File: src/rtl/clkgen_i2c_pkg.sv
package clkgen_i2c_pkg;

    localparam int BYTE_W = 8;

    // command register bit positions
    localparam int CMD_PLL_RST_BIT = 0;
    localparam int CMD_PH_RST_BIT  = 1;
    localparam int CMD_COMMIT_BIT  = 2;

    typedef enum logic [2:0] {
        PH_IDLE,
        PH_ADDR,
        PH_ADDR_ACK,
        PH_WR_DATA,
        PH_WR_ACK,
        PH_RD_DATA,
        PH_RD_ACK
    } bus_phase_e;

endpackage

File: src/rtl/cg_line_sync.sv
module cg_line_sync #(
    parameter int NLINES = 2,
    parameter int STAGES = 2
) (
    input  logic              clk,
    input  logic              rst_n,
    input  logic [NLINES-1:0] raw_i,
    output logic [NLINES-1:0] level_o,
    output logic [NLINES-1:0] prev_o
);
    localparam int CHAIN_W = STAGES + 1;

    for (genvar g = 0; g < NLINES; g++) begin : g_line
        logic [CHAIN_W-1:0] chain_d, chain_q;

        always_comb begin
            chain_d = {chain_q[CHAIN_W-2:0], raw_i[g]};
        end

        always_ff @(posedge clk or negedge rst_n) begin
            if (!rst_n) chain_q <= '1;
            else        chain_q <= chain_d;
        end

        assign level_o[g] = chain_q[STAGES-1];
        assign prev_o[g]  = chain_q[STAGES];
    end

endmodule

File: src/rtl/cg_i2c_engine.sv
module cg_i2c_engine
    import clkgen_i2c_pkg::*;
#(
    parameter int         NREG      = 12,
    parameter int         IDXW      = 4,
    parameter logic [6:0] ADDR_BASE = 7'h26
) (
    input  logic                clk,
    input  logic                rst_n,
    input  logic                addr_sel_i,
    input  logic                scl_lvl_i,
    input  logic                scl_prv_i,
    input  logic                sda_lvl_i,
    input  logic                sda_prv_i,
    output logic                sda_oe_o,
    output logic [IDXW-1:0]     rd_idx_o,
    input  logic [BYTE_W-1:0]   rd_data_i,
    output logic                wr_o,
    output logic [IDXW-1:0]     wr_idx_o,
    output logic [BYTE_W-1:0]   wr_data_o
);
    localparam logic [IDXW-1:0]   LAST_IDX = IDXW'(NREG - 1);
    localparam logic [BYTE_W-1:0] NREG_B   = BYTE_W'(NREG);

    typedef struct packed {
        bus_phase_e          st;
        logic [3:0]          bits;
        logic [BYTE_W-1:0]   sh;
        logic                rw;
        logic                first;
        logic                mack;
        logic                drv;
        logic [IDXW-1:0]     ptr;
        logic                wr;
        logic [IDXW-1:0]     widx;
        logic [BYTE_W-1:0]   wdat;
    } eng_t;

    eng_t r_q, r_d;

    logic scl_rise, scl_fall, start_c, stop_c;
    logic [6:0] my_addr;

    assign scl_rise = scl_lvl_i & ~scl_prv_i;
    assign scl_fall = ~scl_lvl_i & scl_prv_i;
    assign start_c  = scl_lvl_i & scl_prv_i & sda_prv_i & ~sda_lvl_i;
    assign stop_c   = scl_lvl_i & scl_prv_i & ~sda_prv_i & sda_lvl_i;
    assign my_addr  = ADDR_BASE + {6'b0, addr_sel_i};

    function automatic logic [IDXW-1:0] ptr_next(input logic [IDXW-1:0] p);
        return (p == LAST_IDX) ? '0 : p + 1'b1;
    endfunction

    always_comb begin
        r_d    = r_q;
        r_d.wr = 1'b0;
        if (stop_c) begin
            r_d.st  = PH_IDLE;
            r_d.drv = 1'b0;
        end else if (start_c) begin
            r_d.st   = PH_ADDR;
            r_d.bits = '0;
            r_d.drv  = 1'b0;
        end else begin
            unique case (r_q.st)
                PH_IDLE: ;
                PH_ADDR: begin
                    if (scl_rise) begin
                        r_d.sh   = {r_q.sh[BYTE_W-2:0], sda_lvl_i};
                        r_d.bits = r_q.bits + 1'b1;
                    end else if (scl_fall && r_q.bits == 4'd8) begin
                        if (r_q.sh[7:1] == my_addr) begin
                            r_d.st  = PH_ADDR_ACK;
                            r_d.rw  = r_q.sh[0];
                            r_d.drv = 1'b1;
                        end else begin
                            r_d.st  = PH_IDLE;
                            r_d.drv = 1'b0;
                        end
                    end
                end
                PH_ADDR_ACK: begin
                    if (scl_fall) begin
                        r_d.bits = '0;
                        if (r_q.rw) begin
                            r_d.st  = PH_RD_DATA;
                            r_d.sh  = rd_data_i;
                            r_d.drv = ~rd_data_i[BYTE_W-1];
                            r_d.ptr = ptr_next(r_q.ptr);
                        end else begin
                            r_d.st    = PH_WR_DATA;
                            r_d.drv   = 1'b0;
                            r_d.first = 1'b1;
                        end
                    end
                end
                PH_WR_DATA: begin
                    if (scl_rise) begin
                        r_d.sh   = {r_q.sh[BYTE_W-2:0], sda_lvl_i};
                        r_d.bits = r_q.bits + 1'b1;
                    end else if (scl_fall && r_q.bits == 4'd8) begin
                        if (r_q.first) begin
                            r_d.first = 1'b0;
                            r_d.ptr   = (r_q.sh < NREG_B) ? r_q.sh[IDXW-1:0] : '0;
                        end else begin
                            r_d.wr   = 1'b1;
                            r_d.widx = r_q.ptr;
                            r_d.wdat = r_q.sh;
                            r_d.ptr  = ptr_next(r_q.ptr);
                        end
                        r_d.drv = 1'b1;
                        r_d.st  = PH_WR_ACK;
                    end
                end
                PH_WR_ACK: begin
                    if (scl_fall) begin
                        r_d.drv  = 1'b0;
                        r_d.bits = '0;
                        r_d.st   = PH_WR_DATA;
                    end
                end
                PH_RD_DATA: begin
                    if (scl_fall) begin
                        if (r_q.bits == 4'd7) begin
                            r_d.drv = 1'b0;
                            r_d.st  = PH_RD_ACK;
                        end else begin
                            r_d.bits = r_q.bits + 1'b1;
                            r_d.sh   = {r_q.sh[BYTE_W-2:0], 1'b0};
                            r_d.drv  = ~r_q.sh[BYTE_W-2];
                        end
                    end
                end
                PH_RD_ACK: begin
                    if (scl_rise) begin
                        r_d.mack = ~sda_lvl_i;
                    end else if (scl_fall) begin
                        r_d.bits = '0;
                        if (r_q.mack) begin
                            r_d.st  = PH_RD_DATA;
                            r_d.sh  = rd_data_i;
                            r_d.drv = ~rd_data_i[BYTE_W-1];
                            r_d.ptr = ptr_next(r_q.ptr);
                        end else begin
                            r_d.st  = PH_IDLE;
                            r_d.drv = 1'b0;
                        end
                    end
                end
                default: begin
                    r_d.st  = PH_IDLE;
                    r_d.drv = 1'b0;
                end
            endcase
        end
    end

    always_ff @(posedge clk or negedge rst_n) begin
        if (!rst_n) begin
            r_q <= '{st: PH_IDLE, bits: '0, sh: '0, rw: 1'b0, first: 1'b0,
                     mack: 1'b0, drv: 1'b0, ptr: '0, wr: 1'b0, widx: '0, wdat: '0};
        end else begin
            r_q <= r_d;
        end
    end

    assign sda_oe_o  = r_q.drv;
    assign rd_idx_o  = r_q.ptr;
    assign wr_o      = r_q.wr;
    assign wr_idx_o  = r_q.widx;
    assign wr_data_o = r_q.wdat;

    AST_PTR_IN_RANGE: assert property (@(posedge clk) disable iff (!rst_n)
        r_q.ptr <= LAST_IDX);
    AST_DRIVE_AFTER_FALL: assert property (@(posedge clk) disable iff (!rst_n)
        $rose(r_q.drv) |-> $past(scl_fall));
    AST_IDLE_RELEASED: assert property (@(posedge clk) disable iff (!rst_n)
        (r_q.st == PH_IDLE) |-> !r_q.drv);
    AST_STOP_RELEASES: assert property (@(posedge clk) disable iff (!rst_n)
        stop_c |=> !r_q.drv);

endmodule

File: src/rtl/cg_ctrl_bank.sv
module cg_ctrl_bank
    import clkgen_i2c_pkg::*;
#(
    parameter int NUM_RW = 8,
    parameter int NUM_RO = 3,
    parameter int IDXW   = 4
) (
    input  logic                         clk,
    input  logic                         rst_n,
    input  logic                         wr_i,
    input  logic [IDXW-1:0]              wr_idx_i,
    input  logic [BYTE_W-1:0]            wr_data_i,
    input  logic [IDXW-1:0]              rd_idx_i,
    output logic [BYTE_W-1:0]            rd_data_o,
    input  logic                         pll_lock_i,
    input  logic                         phase_lock_i,
    input  logic [(NUM_RO-1)*BYTE_W-1:0] aux_status_i,
    output logic [NUM_RW*BYTE_W-1:0]     ctrl_o,
    output logic                         pll_rst_o,
    output logic                         phase_rst_o
);
    localparam int RWW  = NUM_RW * BYTE_W;
    localparam int ROW  = NUM_RO * BYTE_W;
    localparam int NREG = 1 + NUM_RW + NUM_RO;

    typedef struct packed {
        logic [RWW-1:0] shadow;
        logic [RWW-1:0] active;
        logic           pll_rst;
        logic           ph_rst;
    } bank_t;

    bank_t r_q, r_d;
    logic [ROW-1:0] ro_bytes;

    assign ro_bytes = {aux_status_i, 6'b0, phase_lock_i, pll_lock_i};

    always_comb begin
        r_d         = r_q;
        r_d.pll_rst = 1'b0;
        r_d.ph_rst  = 1'b0;
        if (wr_i) begin
            if (wr_idx_i == '0) begin
                r_d.pll_rst = wr_data_i[CMD_PLL_RST_BIT];
                r_d.ph_rst  = wr_data_i[CMD_PH_RST_BIT];
                if (wr_data_i[CMD_COMMIT_BIT]) r_d.active = r_q.shadow;
            end else begin
                for (int i = 0; i < NUM_RW; i++) begin
                    if (wr_idx_i == IDXW'(i + 1)) r_d.shadow[i*BYTE_W +: BYTE_W] = wr_data_i;
                end
            end
        end
    end

    always_comb begin
        rd_data_o = '0;
        for (int i = 0; i < NUM_RW; i++) begin
            if (rd_idx_i == IDXW'(i + 1)) rd_data_o = r_q.shadow[i*BYTE_W +: BYTE_W];
        end
        for (int i = 0; i < NUM_RO; i++) begin
            if (rd_idx_i == IDXW'(1 + NUM_RW + i)) rd_data_o = ro_bytes[i*BYTE_W +: BYTE_W];
        end
    end

    always_ff @(posedge clk or negedge rst_n) begin
        if (!rst_n) r_q <= '0;
        else        r_q <= r_d;
    end

    assign ctrl_o      = r_q.active;
    assign pll_rst_o   = r_q.pll_rst;
    assign phase_rst_o = r_q.ph_rst;

    AST_PLL_PULSE_ONE: assert property (@(posedge clk) disable iff (!rst_n)
        r_q.pll_rst |=> !r_q.pll_rst);
    AST_PH_PULSE_ONE: assert property (@(posedge clk) disable iff (!rst_n)
        r_q.ph_rst |=> !r_q.ph_rst);
    AST_ACTIVE_ON_COMMIT: assert property (@(posedge clk) disable iff (!rst_n)
        !(wr_i && wr_idx_i == '0 && wr_data_i[CMD_COMMIT_BIT]) |=> $stable(r_q.active));
    AST_WR_IDX_RANGE: assert property (@(posedge clk) disable iff (!rst_n)
        wr_i |-> (wr_idx_i < IDXW'(NREG)));

endmodule

File: src/rtl/clkgen_i2c_regs.sv
module clkgen_i2c_regs
    import clkgen_i2c_pkg::*;
#(
    parameter int         NUM_RW      = 8,
    parameter int         NUM_RO      = 3,
    parameter int         SYNC_STAGES = 2,
    parameter logic [6:0] ADDR_BASE   = 7'h26
) (
    input  logic                         clk,
    input  logic                         rst_n,
    input  logic                         addr_sel_i,
    input  logic                         scl_i,
    input  logic                         sda_i,
    output logic                         sda_oe_o,
    input  logic                         pll_lock_i,
    input  logic                         phase_lock_i,
    input  logic [(NUM_RO-1)*BYTE_W-1:0] aux_status_i,
    output logic [NUM_RW*BYTE_W-1:0]     ctrl_o,
    output logic                         pll_rst_o,
    output logic                         phase_rst_o
);
    localparam int NREG = 1 + NUM_RW + NUM_RO;
    localparam int IDXW = $clog2(NREG);

    logic [1:0]        lvl, prv;
    logic [IDXW-1:0]   rd_idx, wr_idx;
    logic [BYTE_W-1:0] rd_data, wr_data;
    logic              wr;

    cg_line_sync #(.NLINES(2), .STAGES(SYNC_STAGES)) u_sync (
        .clk     (clk),
        .rst_n   (rst_n),
        .raw_i   ({scl_i, sda_i}),
        .level_o (lvl),
        .prev_o  (prv)
    );

    cg_i2c_engine #(.NREG(NREG), .IDXW(IDXW), .ADDR_BASE(ADDR_BASE)) u_eng (
        .clk        (clk),
        .rst_n      (rst_n),
        .addr_sel_i (addr_sel_i),
        .scl_lvl_i  (lvl[1]),
        .scl_prv_i  (prv[1]),
        .sda_lvl_i  (lvl[0]),
        .sda_prv_i  (prv[0]),
        .sda_oe_o   (sda_oe_o),
        .rd_idx_o   (rd_idx),
        .rd_data_i  (rd_data),
        .wr_o       (wr),
        .wr_idx_o   (wr_idx),
        .wr_data_o  (wr_data)
    );

    cg_ctrl_bank #(.NUM_RW(NUM_RW), .NUM_RO(NUM_RO), .IDXW(IDXW)) u_bank (
        .clk          (clk),
        .rst_n        (rst_n),
        .wr_i         (wr),
        .wr_idx_i     (wr_idx),
        .wr_data_i    (wr_data),
        .rd_idx_i     (rd_idx),
        .rd_data_o    (rd_data),
        .pll_lock_i   (pll_lock_i),
        .phase_lock_i (phase_lock_i),
        .aux_status_i (aux_status_i),
        .ctrl_o       (ctrl_o),
        .pll_rst_o    (pll_rst_o),
        .phase_rst_o  (phase_rst_o)
    );

endmodule

File: config.mk
export PLATFORM = sky130hd
export DESIGN_NAME = clkgen_i2c_regs
export DESIGN_NICKNAME = d
export VERILOG_FILES = /design/src/rtl/clkgen_i2c_pkg.sv /design/src/rtl/cg_line_sync.sv /design/src/rtl/cg_i2c_engine.sv /design/src/rtl/cg_ctrl_bank.sv /design/src/rtl/clkgen_i2c_regs.sv
export SDC_FILE = /design/constraint.sdc
export NUM_CORES = 1
export LEC_CHECK = 0
export ABC_CLOCK_PERIOD_IN_PS = 4750
export BUFFER_PORTS_ARGS = -buffer_cell sky130_fd_sc_hd__clkbuf_2
export CORE_UTILIZATION = 35
export DETAILED_ROUTE_END_ITERATION = 8
export SLEW_MARGIN = 20
export SYNTH_ARGS = -nofsm -noshare
export SYNTH_HDL_FRONTEND = slang
export SYNTH_HIERARCHICAL = 1
export SYNTH_SLANG_ARGS = --single-unit
File: constraint.sdc
create_clock -name clk -period 4.75 [get_ports clk]
set_input_delay 0.2375 -clock clk [delete_from_list [all_inputs] [get_ports clk]]
set_output_delay 0.2375 -clock clk [all_outputs]
set_load 0.05 [all_outputs]
## Yosys cells after proc, flatten, opt, wreduce, memory -nomap -nowiden

Cells that the tools add are included.

- Logic and storage cells: 195
- Flip-flop bits (word level): 172
- Output and inout port bits: 67

- Reductions and logical operators: 26
- Add/sub/neg operators: 3
- Muxes and demuxes: 66
- Equality and inequality tests: 57
- $lt $le $gt $ge: 1
- Bitwise logic cells: 18

Operators by type and width:

| operator | count |
|---|---|
| 8-bit two-way mux | 13 |
| 15-bit two-way mux | 4 |
| 13-bit two-way mux | 4 |
| 4-bit by 3-bit equality test with 1-bit output, second input constant | 9 |
| 18-bit two-way mux | 2 |
| 8-bit one-hot mux with 4 select lines | 1 |
| 4-bit by 1-bit != test with 1-bit output, second input constant | 7 |
| 3-bit AND reduction | 9 |
| 4-bit equality test, second input constant | 6 |
| 12-bit two-way mux | 2 |
| 3-bit two-way mux | 8 |
| 11-bit AND reduction | 2 |
| 3-bit one-hot mux with 7 select lines | 1 |
| 4-bit two-way mux | 5 |
| 4-bit one-hot mux with 5 select lines | 1 |
| 10-bit AND reduction | 2 |
| 3-bit by 1-bit != test with 1-bit output, second input constant | 6 |
| 4-bit by 2-bit equality test with 1-bit output, second input constant | 4 |
| 5-bit two-way mux | 3 |
| 1-bit two-way mux | 14 |
| 7-bit two-way mux | 2 |
| 2-bit by 1-bit != test with 1-bit output, second input constant | 7 |
| 4-bit != test, second input constant | 3 |
| 4-bit one-hot mux with 3 select lines | 1 |
| 28 further kinds | 55 |

## Depth between registers and ports, before layout

Gate-level depths: netlist of run 1.

- Word-level depth: 19
- Gate-level depth with buffers: 10
- Mapped depth without buffers: 7

## By module

The synthesis of run 1 kept the hierarchy.

By module, submodules not included:

| module | area an instance (um2) | cells each | seq. area each (um2) | instances |
|---|---|---|---|---|
| cg_ctrl_bank | 6465.0 | 468 | 3253.1 | 1 |
| cg_i2c_engine | 2308.5 | 231 | 900.9 | 1 |
| cg_line_sync | 187.7 | 10 | 157.7 | 1 |

## Least setup slack after synthesis of run 1

OpenSTA, ideal clock, no wires.

- Path kind: flip-flop to flip-flop
- Start point: reg u_eng.r_q, in the netlist u_eng/rd_idx_o[1]
- End point: reg u_eng.r_q, in the netlist u_eng/sda_oe_o
- Stages on the path, launching flop included: 10
- Period minus slack after synthesis: 2.149 ns
- Arrival: 2.085 ns
- Setup time: 0.064 ns
- Path slack: 2.601 ns
- Required time: 4.686 ns
- Cells stage by stage: dfrtp_1 > buf_4 > buf_2 > mux2_2 > a221oi_1 > a211oi_1 > a2bb2oi_1 > or3_1 > o311ai_0 > a21o_1

- Cells in the longest elaborated chain, start to end: 19
- Elaborated cells between the ends (all ways): 31
- Those cells by class: eq/ne: 11; mux: 19; bitwise: 1

Ends and longest elaborated chain:

| element | line | text |
|---|---|---|
| start: declaration | cg_i2c_engine.sv:39 | `eng_t r_q, r_d;` |
| start signal: assignment | cg_i2c_engine.sv:160 | `r_q <= '{st: PH_IDLE, bits: '0, sh: '0, rw: 1'b0, first: 1'b0,` |
| start signal: assignment | cg_i2c_engine.sv:163 | `r_q <= r_d;` |
| 4-bit by 1-bit equality test with 1-bit output | cg_ctrl_bank.sv:58 | `if (rd_idx_i == IDXW'(i + 1)) rd_data_o = r_q.shadow[i*BYTE_W +: BYTE_W];` |
| 8-bit two-way mux (8 in a row) | cg_ctrl_bank.sv:58 |  |
| 8-bit two-way mux (2 in a row) | cg_ctrl_bank.sv:61 | `if (rd_idx_i == IDXW'(1 + NUM_RW + i)) rd_data_o = ro_bytes[i*BYTE_W +: BYTE_W];` |
| 8-bit two-way mux (*) | cg_ctrl_bank.sv:61 |  |
| named net rd_data[7] | clkgen_i2c_regs.sv:27 | `logic [BYTE_W-1:0] rd_data, wr_data;` |
| 1-bit inverter (*) | cg_i2c_engine.sv:88, cg_i2c_engine.sv:142 |  |
| 1-bit two-way mux | cg_i2c_engine.sv:139 | `if (r_q.mack) begin` |
| 5-bit two-way mux | cg_i2c_engine.sv:137 | `end else if (scl_fall) begin` |
| 5-bit two-way mux | cg_i2c_engine.sv:135 | `if (scl_rise) begin` |
| 1-bit one-hot mux with 7 select lines (*) | cg_i2c_engine.sv:65 | `unique case (r_q.st)` |
| 1-bit two-way mux (*) | cg_i2c_engine.sv:60 | `end else if (start_c) begin` |
| 1-bit two-way mux (*) | cg_i2c_engine.sv:57 | `if (stop_c) begin` |

The timed path passes the listed nets; every way through them passes the cells marked *. The select of a mux whose other input is x is not followed.
A chain may end at the register's enable or synchronous reset.

## Worst setup path in the final report of run 1

Same ends and word-level chain as after synthesis.

==> impl_table.tex, run 1 <==
\begin{tabular}{lr}
\hline
Metric & Value \\
\hline
\multicolumn{2}{l}{\textbf{Clock network}} \\
\quad Clock insertion delay at the later pin of the skew report & 0.43 ns \\
\quad CTS Buf Count & 17 \\
\quad Maximum root-to-sink buffer count & 2 \\
\quad Library cell used as clock root buffer & clkbuf\_16 \\
\quad Count of buffers added by post-CTS timing repair for setup & 0 \\
\quad CTS tree & yes \\
\quad Number of clock sinks & 172 \\
\quad CTS clock-pin slew for the worst setup and hold paths & about 0.070 ns \\
\quad Post-CTS sizing & 0 \\
\quad Level count of the clock H-tree & 4 \\
\multicolumn{2}{l}{\textbf{Die}} \\
\quad Total die area & 26200 um2 \\
\quad Core region area & 25200 um2 \\
\quad Die height & 162 um \\
\quad IO Pins & 90 \\
\quad Die Span X & 162 um \\
\quad Row count & 58 \\
\quad Initial core utilization & a little over a third \\
\multicolumn{2}{l}{\textbf{Finish}} \\
\quad Final non-filler cell area & 9670 um2 \\
\quad Layout cell share with drive strength beyond 1 & 41.7\% \\
\quad \# diodes & 0 \\
\quad Count of filler cells inserted in the layout & 2366 \\
\quad Final \#Nets & 734 \\
\quad Layout-stage area growth over the synthesis result & 7.96\% \\
\multicolumn{2}{l}{\textbf{GRT}} \\
\quad Via count of the first global-routing pass & 5291 \\
\quad Initial antenna violation count & 0 \\
\quad Pin count of the biggest net entering global routing & 98 \\
\quad Total gr overflow & 0 \\
\quad Total global-route track usage & approximately 16\% \\
\quad Global-route wire length before repair & around 31 mm \\
\multicolumn{2}{l}{\textbf{Placed design}} \\
\quad Global placer's final weighted congestion & roughly 0.85 \\
\quad Area post-placement & approximately 9000 um2 \\
\quad Post-DP HPWL & 13.9 mm \\
\quad Number of port buffers & 89 \\
\multicolumn{2}{l}{\textbf{Pwr}} \\
\quad Switching portion of total power & 26.8\% \\
\quad Internal power & 2.27 mW \\
\quad Static leakage & approximately 4.7 nW \\
\quad Worst voltage drop across the vdd grid & 0.157 mV \\
\quad Switching power total & a little over 0.8 mW \\
\quad Total power per unit cell area & 320 nW/um2 \\
\quad Combinational share of power & under 10\% \\
\quad Sequential group share of total power & 51.1\% \\
\quad Clock network fraction of total power & $\sim$45\% \\
\multicolumn{2}{l}{\textbf{STA}} \\
\quad Final count of hold timing violations & 0 \\
\quad Fraction of the cycle the final worst path needs & 61.3\% \\
\quad Final setup violation count & 0 \\
\quad Slew at the pin closest to its max-slew limit & 1.06 ns \\
\quad Clock Skews & 0.0188 ns \\
\quad Headroom to the max-slew limit & between 20 and 30\% \\
\quad Slew Limit Fails & 0 \\
\quad Total Neg Setup Slack & 0 ns \\
\quad Final critical delay including setup and external delays & 2.91 ns \\
\quad Maximum clock rate & 0.344 GHz \\
\quad Unrepaired setup endpoints after global routing & false \\
\multicolumn{2}{l}{\textbf{Yosys}} \\
\quad Synthesized Nets & 735 \\
\quad Number of standard cells after synthesis & 709 \\
\quad Commonest register cell after synthesis & dfrtp\_1 \\
\quad Post-synthesis adder-cell area fraction & 0.419\% \\
\quad Register area share after synthesis & between 40\% and 50\% \\
\quad Mean cell area of the mapped netlist & around 13 um2 \\
\quad Count of flip-flops with a built-in enable after synthesis & 0 \\
\quad Basic-gate share of the synthesized area counting and, or, nand and nor cells & 7.99\% \\
\quad Count of synthesis-stage warnings from yosys & 6 \\
\quad Synth Cell Area & 8960 um2 \\
\quad Number of storage elements in the synthesis netlist & 172 \\
\quad Synth cell types & between 70 and 80 \\
\quad Mux cell area share after synthesis & 24.2\% \\
\quad Fraction of the mapped netlist area in compound gates & under 10\% \\
\quad Synth async-reset ratio & 100\% \\
\quad Dominant combinational cell family by area after synthesis & multiplexers \\
\quad Synth Area in XOR/XNOR & 0.391\% \\
\multicolumn{2}{l}{\textbf{Worst setup path}} \\
\quad CP bufs+invs & 1 \\
\quad Destination of the worst register-to-register timing path & u\_eng/sda\_oe\_o \\
\quad Slowest stage delay, CP & 0.59 ns \\
\quad Startpoint types & register \\
\quad Arrival time reported for the critical path endpoint & 3.23 ns \\
\quad Largest fanout of any net on the critical path & 26 \\
\quad Depth of the most critical reg-to-reg path & 8 \\
\quad Max stage delay cell, worst path & dfrtp\_1 \\
\quad Reg-to-reg startpoint & u\_eng/rd\_idx\_o[1] \\
\quad Reg-to-reg setup timing slack & 1.84 ns \\
\quad Family of cells with the greatest summed delay on the critical path & compound AO/OA/AOI/OAI gates \\
\quad Kind of critical path & reg2reg \\
\quad Endpoint required time on the critical path & 5.07 ns \\
\quad Cells along the critical path & buf\_4 > nor2b\_1 > a221oi\_1 > a211oi\_1 > a2bb2oi\_1 > or3\_1 > o311ai\_0 > a21o\_1 \\
\quad Worst Setup End Kind & register \\
\multicolumn{2}{l}{\textbf{Routing}} \\
\quad Final routed DRC violation total & 0 \\
\quad Via count normalized by instance count & 5.05 \\
\quad Via count & between 5000 and 6000 \\
\quad Total iterations of the first detailed-routing run & 5 \\
\quad Initial detailed-routing violation count & 379 \\
\quad Post-route antenna net violation count & 0 \\
\quad Routed len/inst & 19.0 um \\
\quad Sum of routed wire length over all layers & 20.0 mm \\
\multicolumn{2}{l}{\textbf{Worst hold path}} \\
\quad Critical hold path startpoint & u\_sync/g\_line[1].chain\_q[0] \\
\quad Worst Hold End & u\_sync/g\_line[1].chain\_q[1] \\
\quad Instance count along the most critical hold path & 0 \\
\quad Type of the tightest min-delay check & reg2reg \\
\multicolumn{2}{l}{\textbf{Outcome}} \\
\quad Outcome & complete, no violations \\
\multicolumn{2}{l}{\textbf{Flow run}} \\
\quad Max-cap violations & 0 \\
\hline
\end{tabular}
[cell families (layout without fill, tap and decap cells)]
logic type / after synthesis / in the layout
AOI/OAI and AO/OA: 112 / 112
xor gates and xnor gates: 4 / 4
adders and majority gates: 3 / 3
buffers and inverters: 130 / 142
DFF: 172 / 172
muxes: 173 / 173
and+or+nand+nor: 115 / 115
[cell usage after synthesis, drive strengths merged, types with 3 or more instances]
library cell	number	share of area (%)
nand2	19	0.88
a211oi	6	0.50
o31ai	4	0.34
a2bb2oi	11	1.1
inv	12	0.50
o22ai	6	0.42
a31oi	3	0.21
dfrtp	166	46
nand2b	4	0.28
xor2	3	0.29
nand4b	3	0.29
nor2	27	1.2
nor3b	4	0.57
clkbuf	9	0.39
and3b	4	0.45
nand3	7	0.39
ha	3	0.42
and2	4	0.28
a21oi	25	1.5
nor3	6	0.46
mux2i	23	2.6
buf	109	9.0
and3	3	0.27
o21ai	21	1.2
a221oi	8	0.78
dfstp	6	1.8
nor2b	7	0.49
mux2	148	21
nand3b	10	0.84
or3	5	0.40
o211ai	4	0.34
a21o	3	0.25
a22oi	5	0.42
[flip-flops by register name, indices dropped and copies added (netlist names), 4 cells and up]
signal                 count
u_eng/rd_idx_o             4
u_sync/g_line.chain_q      6
u_eng/wr_data_o            8
u_bank/r_q                64
u_eng/r_q                 18
u_eng/wr_idx_o             4
u_bank/ctrl_o             64
[timing repair]
action | 4_1_cts | 5_1_grt
hold endpoints to repair | 71 | 0
hold buffers | 3 | 0
endpoints found under the setup margin | 0 | 0
[per-layer routing]
layer  vias up  GRT usage (%)  share of wire, %
met5         -              0                 0
met4         0           6.05               2.7
met3        31           2.83               3.3
met2       140           26.0                49
met1      2631           20.4                45
li1       2502              -                 -
[power groups by stage]
stage / sequential, mW / combinational, mW / clock, mW
floorplan: 1.57 / 0.0873 / 0
global placement: 1.61 / 0.130 / 0
detailed placement: 1.61 / 0.134 / 0
CTS: 1.58 / 0.137 / 1.42
global route: 1.59 / 0.154 / 1.47
finish: 1.58 / 0.135 / 1.38
[area by class of cell]
cell class	instances	area, um2	area share (%)
clock buffers	17	425	4.40
multi-input cells	407	3770	38.9
well taps	330	413	4.27
flip-flops and latches	172	4310	44.6
clock inverters	15	173	1.78
repair buffers	98	539	5.57
inverters	12	45.0	0.466
[worst register-to-register path, cell delays in order (launching register included)]
cell       delay (ns)
dfrtp_1          0.59
buf_4            0.40
nor2b_1          0.53
a221oi_1         0.18
a211oi_1         0.37
a2bb2oi_1        0.28
or3_1            0.15
o311ai_0         0.13
a21o_1           0.18
[placed cells by master (no fill, tap or decap), types with 5 or more instances in the layout]
cell         n
nand3_1      7
clkinv_8     5
clkbuf_2    88
nand2_1     18
dfrtp_1    166
nor2_1      26
nand3b_1    10
nor3_1       5
buf_4        5
a211oi_1     6
a221oi_1     8
mux2i_1     23
mux2_4      61
mux2_2      87
a2bb2oi_1   11
o22ai_1      6
a22oi_1      5
clkbuf_16   17
inv_1       12
dfstp_2      6
a21oi_1     23
nor2b_1      7
o21ai_0     21
[per-stage QoR]
stage,hold slack [ns],std cells,power [mW],worst slack (ns),util [%]
floorplan,-0.0581,709,1.66,2.60,-
global placement,0.315,1016,1.74,2.02,35.9
detailed placement,0.323,1016,1.75,1.91,35.9
CTS,0.358,1051,3.14,1.88,38.4
global route,0.362,1051,3.21,1.59,38.4
finish,0.358,1051,3.10,1.84,38.4
[how the worst max path moves through the flow]
| stage | from | depth (start not counted) | to | slack (ns) |
|---|---|---|---|---|
| after floorplan | u_eng/rd_idx_o[1] | 9 | u_eng/sda_oe_o | 2.60 |
| after global placement | u_eng/rd_idx_o[3] | 7 | u_eng/sda_oe_o | 2.02 |
| after detailed placement | u_eng/rd_idx_o[1] | 8 | u_eng/sda_oe_o | 1.91 |
| after CTS | u_eng/rd_idx_o[1] | 8 | u_eng/sda_oe_o | 1.88 |
| after global routing | u_eng/rd_idx_o[3] | 7 | u_eng/sda_oe_o | 1.59 |
| final | u_eng/rd_idx_o[1] | 8 | u_eng/sda_oe_o | 1.84 |
(Power assumes the default switching activity.)
==> run 2: changes to the inputs <==
ABC_AREA = 1   (was default)
ABC_CLOCK_PERIOD_IN_PS = 2400   (was 4750)
clock period = 2.4 ns   (was 4.75 ns; I/O delays follow)
==> impl_table.tex, run 2 <==
\begin{tabular}{lr}
\hline
Metric & Value \\
\hline
\multicolumn{2}{l}{\textbf{Yosys}} \\
\quad Yosys top cell area share & a little under half \\
\quad Yosys top cell by area & dfrtp\_1 \\
\quad Number of standard cells after synthesis & 1068 \\
\quad Post-synthesis adder-cell area fraction & 0.425\% \\
\quad Count of flip-flops with a built-in enable after synthesis & 0 \\
\quad Number of storage elements in the synthesis netlist & 172 \\
\quad Synth Cell Area & 8830 um2 \\
\quad Mean cell area of the mapped netlist & 8.26 um2 \\
\quad Dominant combinational cell family by area after synthesis & simple AND/OR/NAND/NOR gates \\
\quad Mux cell area share after synthesis & 3.49\% \\
\quad Fraction of the mapped netlist area in compound gates & 9.72\% \\
\quad Top cells by count, synth & nand2\_1, dfrtp\_1, o21ai\_0, inv\_1, buf\_4 \\
\quad Synth cell types & 34 \\
\quad Basic-gate share of the synthesized area counting and, or, nand and nor cells & 24.3\% \\
\quad Synthesized Nets & roughly 1100 \\
\quad Synth Area in XOR/XNOR & less than 1\% \\
\quad Top area cells in the synthesized netlist & dfrtp\_1, nand2\_1, buf\_4, o21ai\_0, inv\_1 \\
\quad Count of synthesis-stage warnings from yosys & 6 \\
\quad Commonest register cell after synthesis & dfrtp\_1 \\
\quad Register area share after synthesis & 48.9\% \\
\quad Synth async-reset ratio & 100\% \\
\quad Library cell with the highest instance count after synthesis & nand2\_1 \\
\multicolumn{2}{l}{\textbf{Pwr}} \\
\quad Combinational share of power & 14.7\% \\
\quad Clock network fraction of total power & 41.5\% \\
\quad Total power per unit cell area & $\sim$740 nW/um2 \\
\quad Sequential group share of total power & 43.8\% \\
\quad Switching portion of total power & 30.0\% \\
\quad Static leakage & between 4 and 5 nW \\
\quad Internal power & 5.04 mW \\
\quad Switching power total & 2.16 mW \\
\quad Worst voltage drop across the vdd grid & approximately 0.36 mV \\
\multicolumn{2}{l}{\textbf{GRT}} \\
\quad Initial antenna violation count & 0 \\
\quad Pin count of the biggest net entering global routing & 65 \\
\quad Total gr overflow & 0 \\
\quad Global-route wire length before repair & 35.6 mm \\
\quad Via count of the first global-routing pass & 6524 \\
\quad Total global-route track usage & 17.9\% \\
\multicolumn{2}{l}{\textbf{Die}} \\
\quad IO Pins & 90 \\
\quad Die Span X & 161 um \\
\quad Row count & 57 \\
\quad Total die area & 25900 um2 \\
\quad Core region area & 24500 um2 \\
\quad Die height & 161 um \\
\quad Initial core utilization & 36.0\% \\
\multicolumn{2}{l}{\textbf{STA}} \\
\quad Hold\_ws & 0.214 ns \\
\quad Final count of hold timing violations & 0 \\
\quad Clock Skews & 0.0154 ns \\
\quad Unrepaired setup endpoints after global routing & false \\
\quad Setup slack after layout & 0.251 ns \\
\quad Final setup violation count & 0 \\
\quad Fraction of the cycle the final worst path needs & 89.6\% \\
\quad Headroom to the max-slew limit & 54.8\% \\
\quad Maximum clock rate & 0.465 GHz \\
\quad Slew Limit Fails & 0 \\
\quad Final critical delay including setup and external delays & about 2.1 ns \\
\quad Total Neg Setup Slack & 0 ns \\
\quad Slew at the pin closest to its max-slew limit & 0.676 ns \\
\multicolumn{2}{l}{\textbf{Routing}} \\
\quad Initial detailed-routing violation count & 506 \\
\quad Sum of routed wire length over all layers & about 22 mm \\
\quad Post-route antenna net violation count & 0 \\
\quad Total iterations of the first detailed-routing run & 5 \\
\quad Routed len/inst & 15.5 um \\
\quad Final routed DRC violation total & 0 \\
\quad Via count normalized by instance count & 4.72 \\
\quad Via count & between 6000 and 7000 \\
\multicolumn{2}{l}{\textbf{Placed design}} \\
\quad Number of port buffers & between 80 and 90 \\
\quad Post-placement cell count & 1385 \\
\quad Setup slack at placement & 0.293 ns \\
\quad Post-DP HPWL & between 15 and 20 mm \\
\quad Global placer's final weighted congestion & 0.937 \\
\multicolumn{2}{l}{\textbf{Worst setup path}} \\
\quad Worst Setup End Kind & register \\
\quad Kind of critical path & reg2reg \\
\quad Startpoint types & register \\
\quad Endpoint required time on the critical path & 2.72 ns \\
\quad Arrival time reported for the critical path endpoint & 2.47 ns \\
\quad Largest fanout of any net on the critical path & 11 \\
\multicolumn{2}{l}{\textbf{Clock network}} \\
\quad Count of buffers added by post-CTS timing repair for setup & 0 \\
\quad Library cell used as clock root buffer & clkbuf\_16 \\
\quad CTS Buf Count & 17 \\
\quad CTS clock-pin slew for the worst setup and hold paths & 0.07 ns \\
\quad Level count of the clock H-tree & 4 \\
\quad Maximum root-to-sink buffer count & 2 \\
\quad Clock insertion delay at the later pin of the skew report & roughly 0.43 ns \\
\quad CTS tree & yes \\
\quad Number of clock sinks & 172 \\
\multicolumn{2}{l}{\textbf{Flow run}} \\
\quad Max-cap violations & 0 \\
\multicolumn{2}{l}{\textbf{Finish}} \\
\quad Most frequent cells in the layout & nand2\_1, dfrtp\_1, o21ai\_0 \\
\quad Leading cell type in the layout, fill and taps excluded & nand2\_1 \\
\quad Final \#Nets & 1109 \\
\quad Layout-stage area growth over the synthesis result & 10.1\% \\
\quad Final cell count without fillers & approximately 1400 \\
\quad Layout cell share with drive strength beyond 1 & 19.4\% \\
\quad \# diodes & 0 \\
\multicolumn{2}{l}{\textbf{Worst hold path}} \\
\quad Type of the tightest min-delay check & in2reg \\
\multicolumn{2}{l}{\textbf{Outcome}} \\
\quad Outcome & complete, no violations \\
\hline
\end{tabular}
[run 2: critical path, cell delays in order, from the launching register on]
cell	delay [ns]
dfrtp_1	0.55
nand2_1	0.18
nor2_1	0.36
nand2_1	0.09
nand3_1	0.11
nor2_1	0.05
nand4_1	0.06
nand2_1	0.07
nand3_1	0.14
nor2_1	0.07
nand3_1	0.08
nand2_1	0.05
nor2_1	0.09
nor2_1	0.05
nand2_1	0.06
nand2_1	0.04
[run 2: final timing paths]
path                                             start                          end  slack [ns]  cells past startpoint
max reg2reg                          u_eng/rd_idx_o[1]               u_eng/sda_oe_o        0.25                     15
min reg2reg                u_sync/g_line[0].chain_q[0]  u_sync/g_line[0].chain_q[1]        0.36                      0
max                                  u_eng/rd_idx_o[1]               u_eng/sda_oe_o        0.25                     15
min                                         addr_sel_i                u_eng/r_q[20]        0.21                      7
min in group asynchronous                        rst_n             u_bank/ctrl_o[2]        0.23                      2
max in group asynchronous                        rst_n            u_bank/ctrl_o[47]        1.41                      3
[run 2: timing repair]
action                     CTS  global route
hold buffers                 3             0
gates resized for setup      0             0
setup endpoints to repair    0             0
hold endpoints to repair    58             0
[run 2: cell families after synthesis]
group           after synthesis
simple gates                496
mux                          26
compound gates              157
xor+xnor                      1
buf+inv                     213
flops                       172
fa+ha+maj                     3
[run 2: metrics by stage]
| step | cell area, um2 | total power [mW] | util [%] |
|---|---|---|---|
| global placement | 9050 | 4.25 | 36.9 |
| detailed placement | 9050 | 4.26 | 36.9 |
| CTS | 9720 | 7.28 | 39.6 |
| finish | 9720 | 7.20 | 39.6 |
| floorplan | 8830 | 3.96 | - |
| global route | 9720 | 7.56 | 39.6 |
[run 2: layout make-up]
class                      count  area [um2]
clock inverter                13         193
timing repair buffer         106         612
tap                          324         405
fill                        2521       14800
inverter                     103         387
sequential                   172        4310
clock buffer                  19         443
multi-input combinational    683        3370
[run 2: metal layers]
layer / track usage (%) / routed length (um) / share of wire (%)
met2: 29.8 / 10600 / 48
met5: 0 / 0 / 0
met1: 23.6 / 9910 / 45
met3: 3.10 / 987 / 4.5
met4: 5.66 / 449 / 2.0
[run 2: power by group through the flow]
stage / registers [mW] / logic (mW) / clock network (mW)
floorplan: 3.16 / 0.802 / 0
global placement: 3.20 / 1.05 / 0
detailed placement: 3.21 / 1.06 / 0
CTS: 3.15 / 1.06 / 3.07
global route: 3.17 / 1.22 / 3.17
finish: 3.15 / 1.06 / 2.99
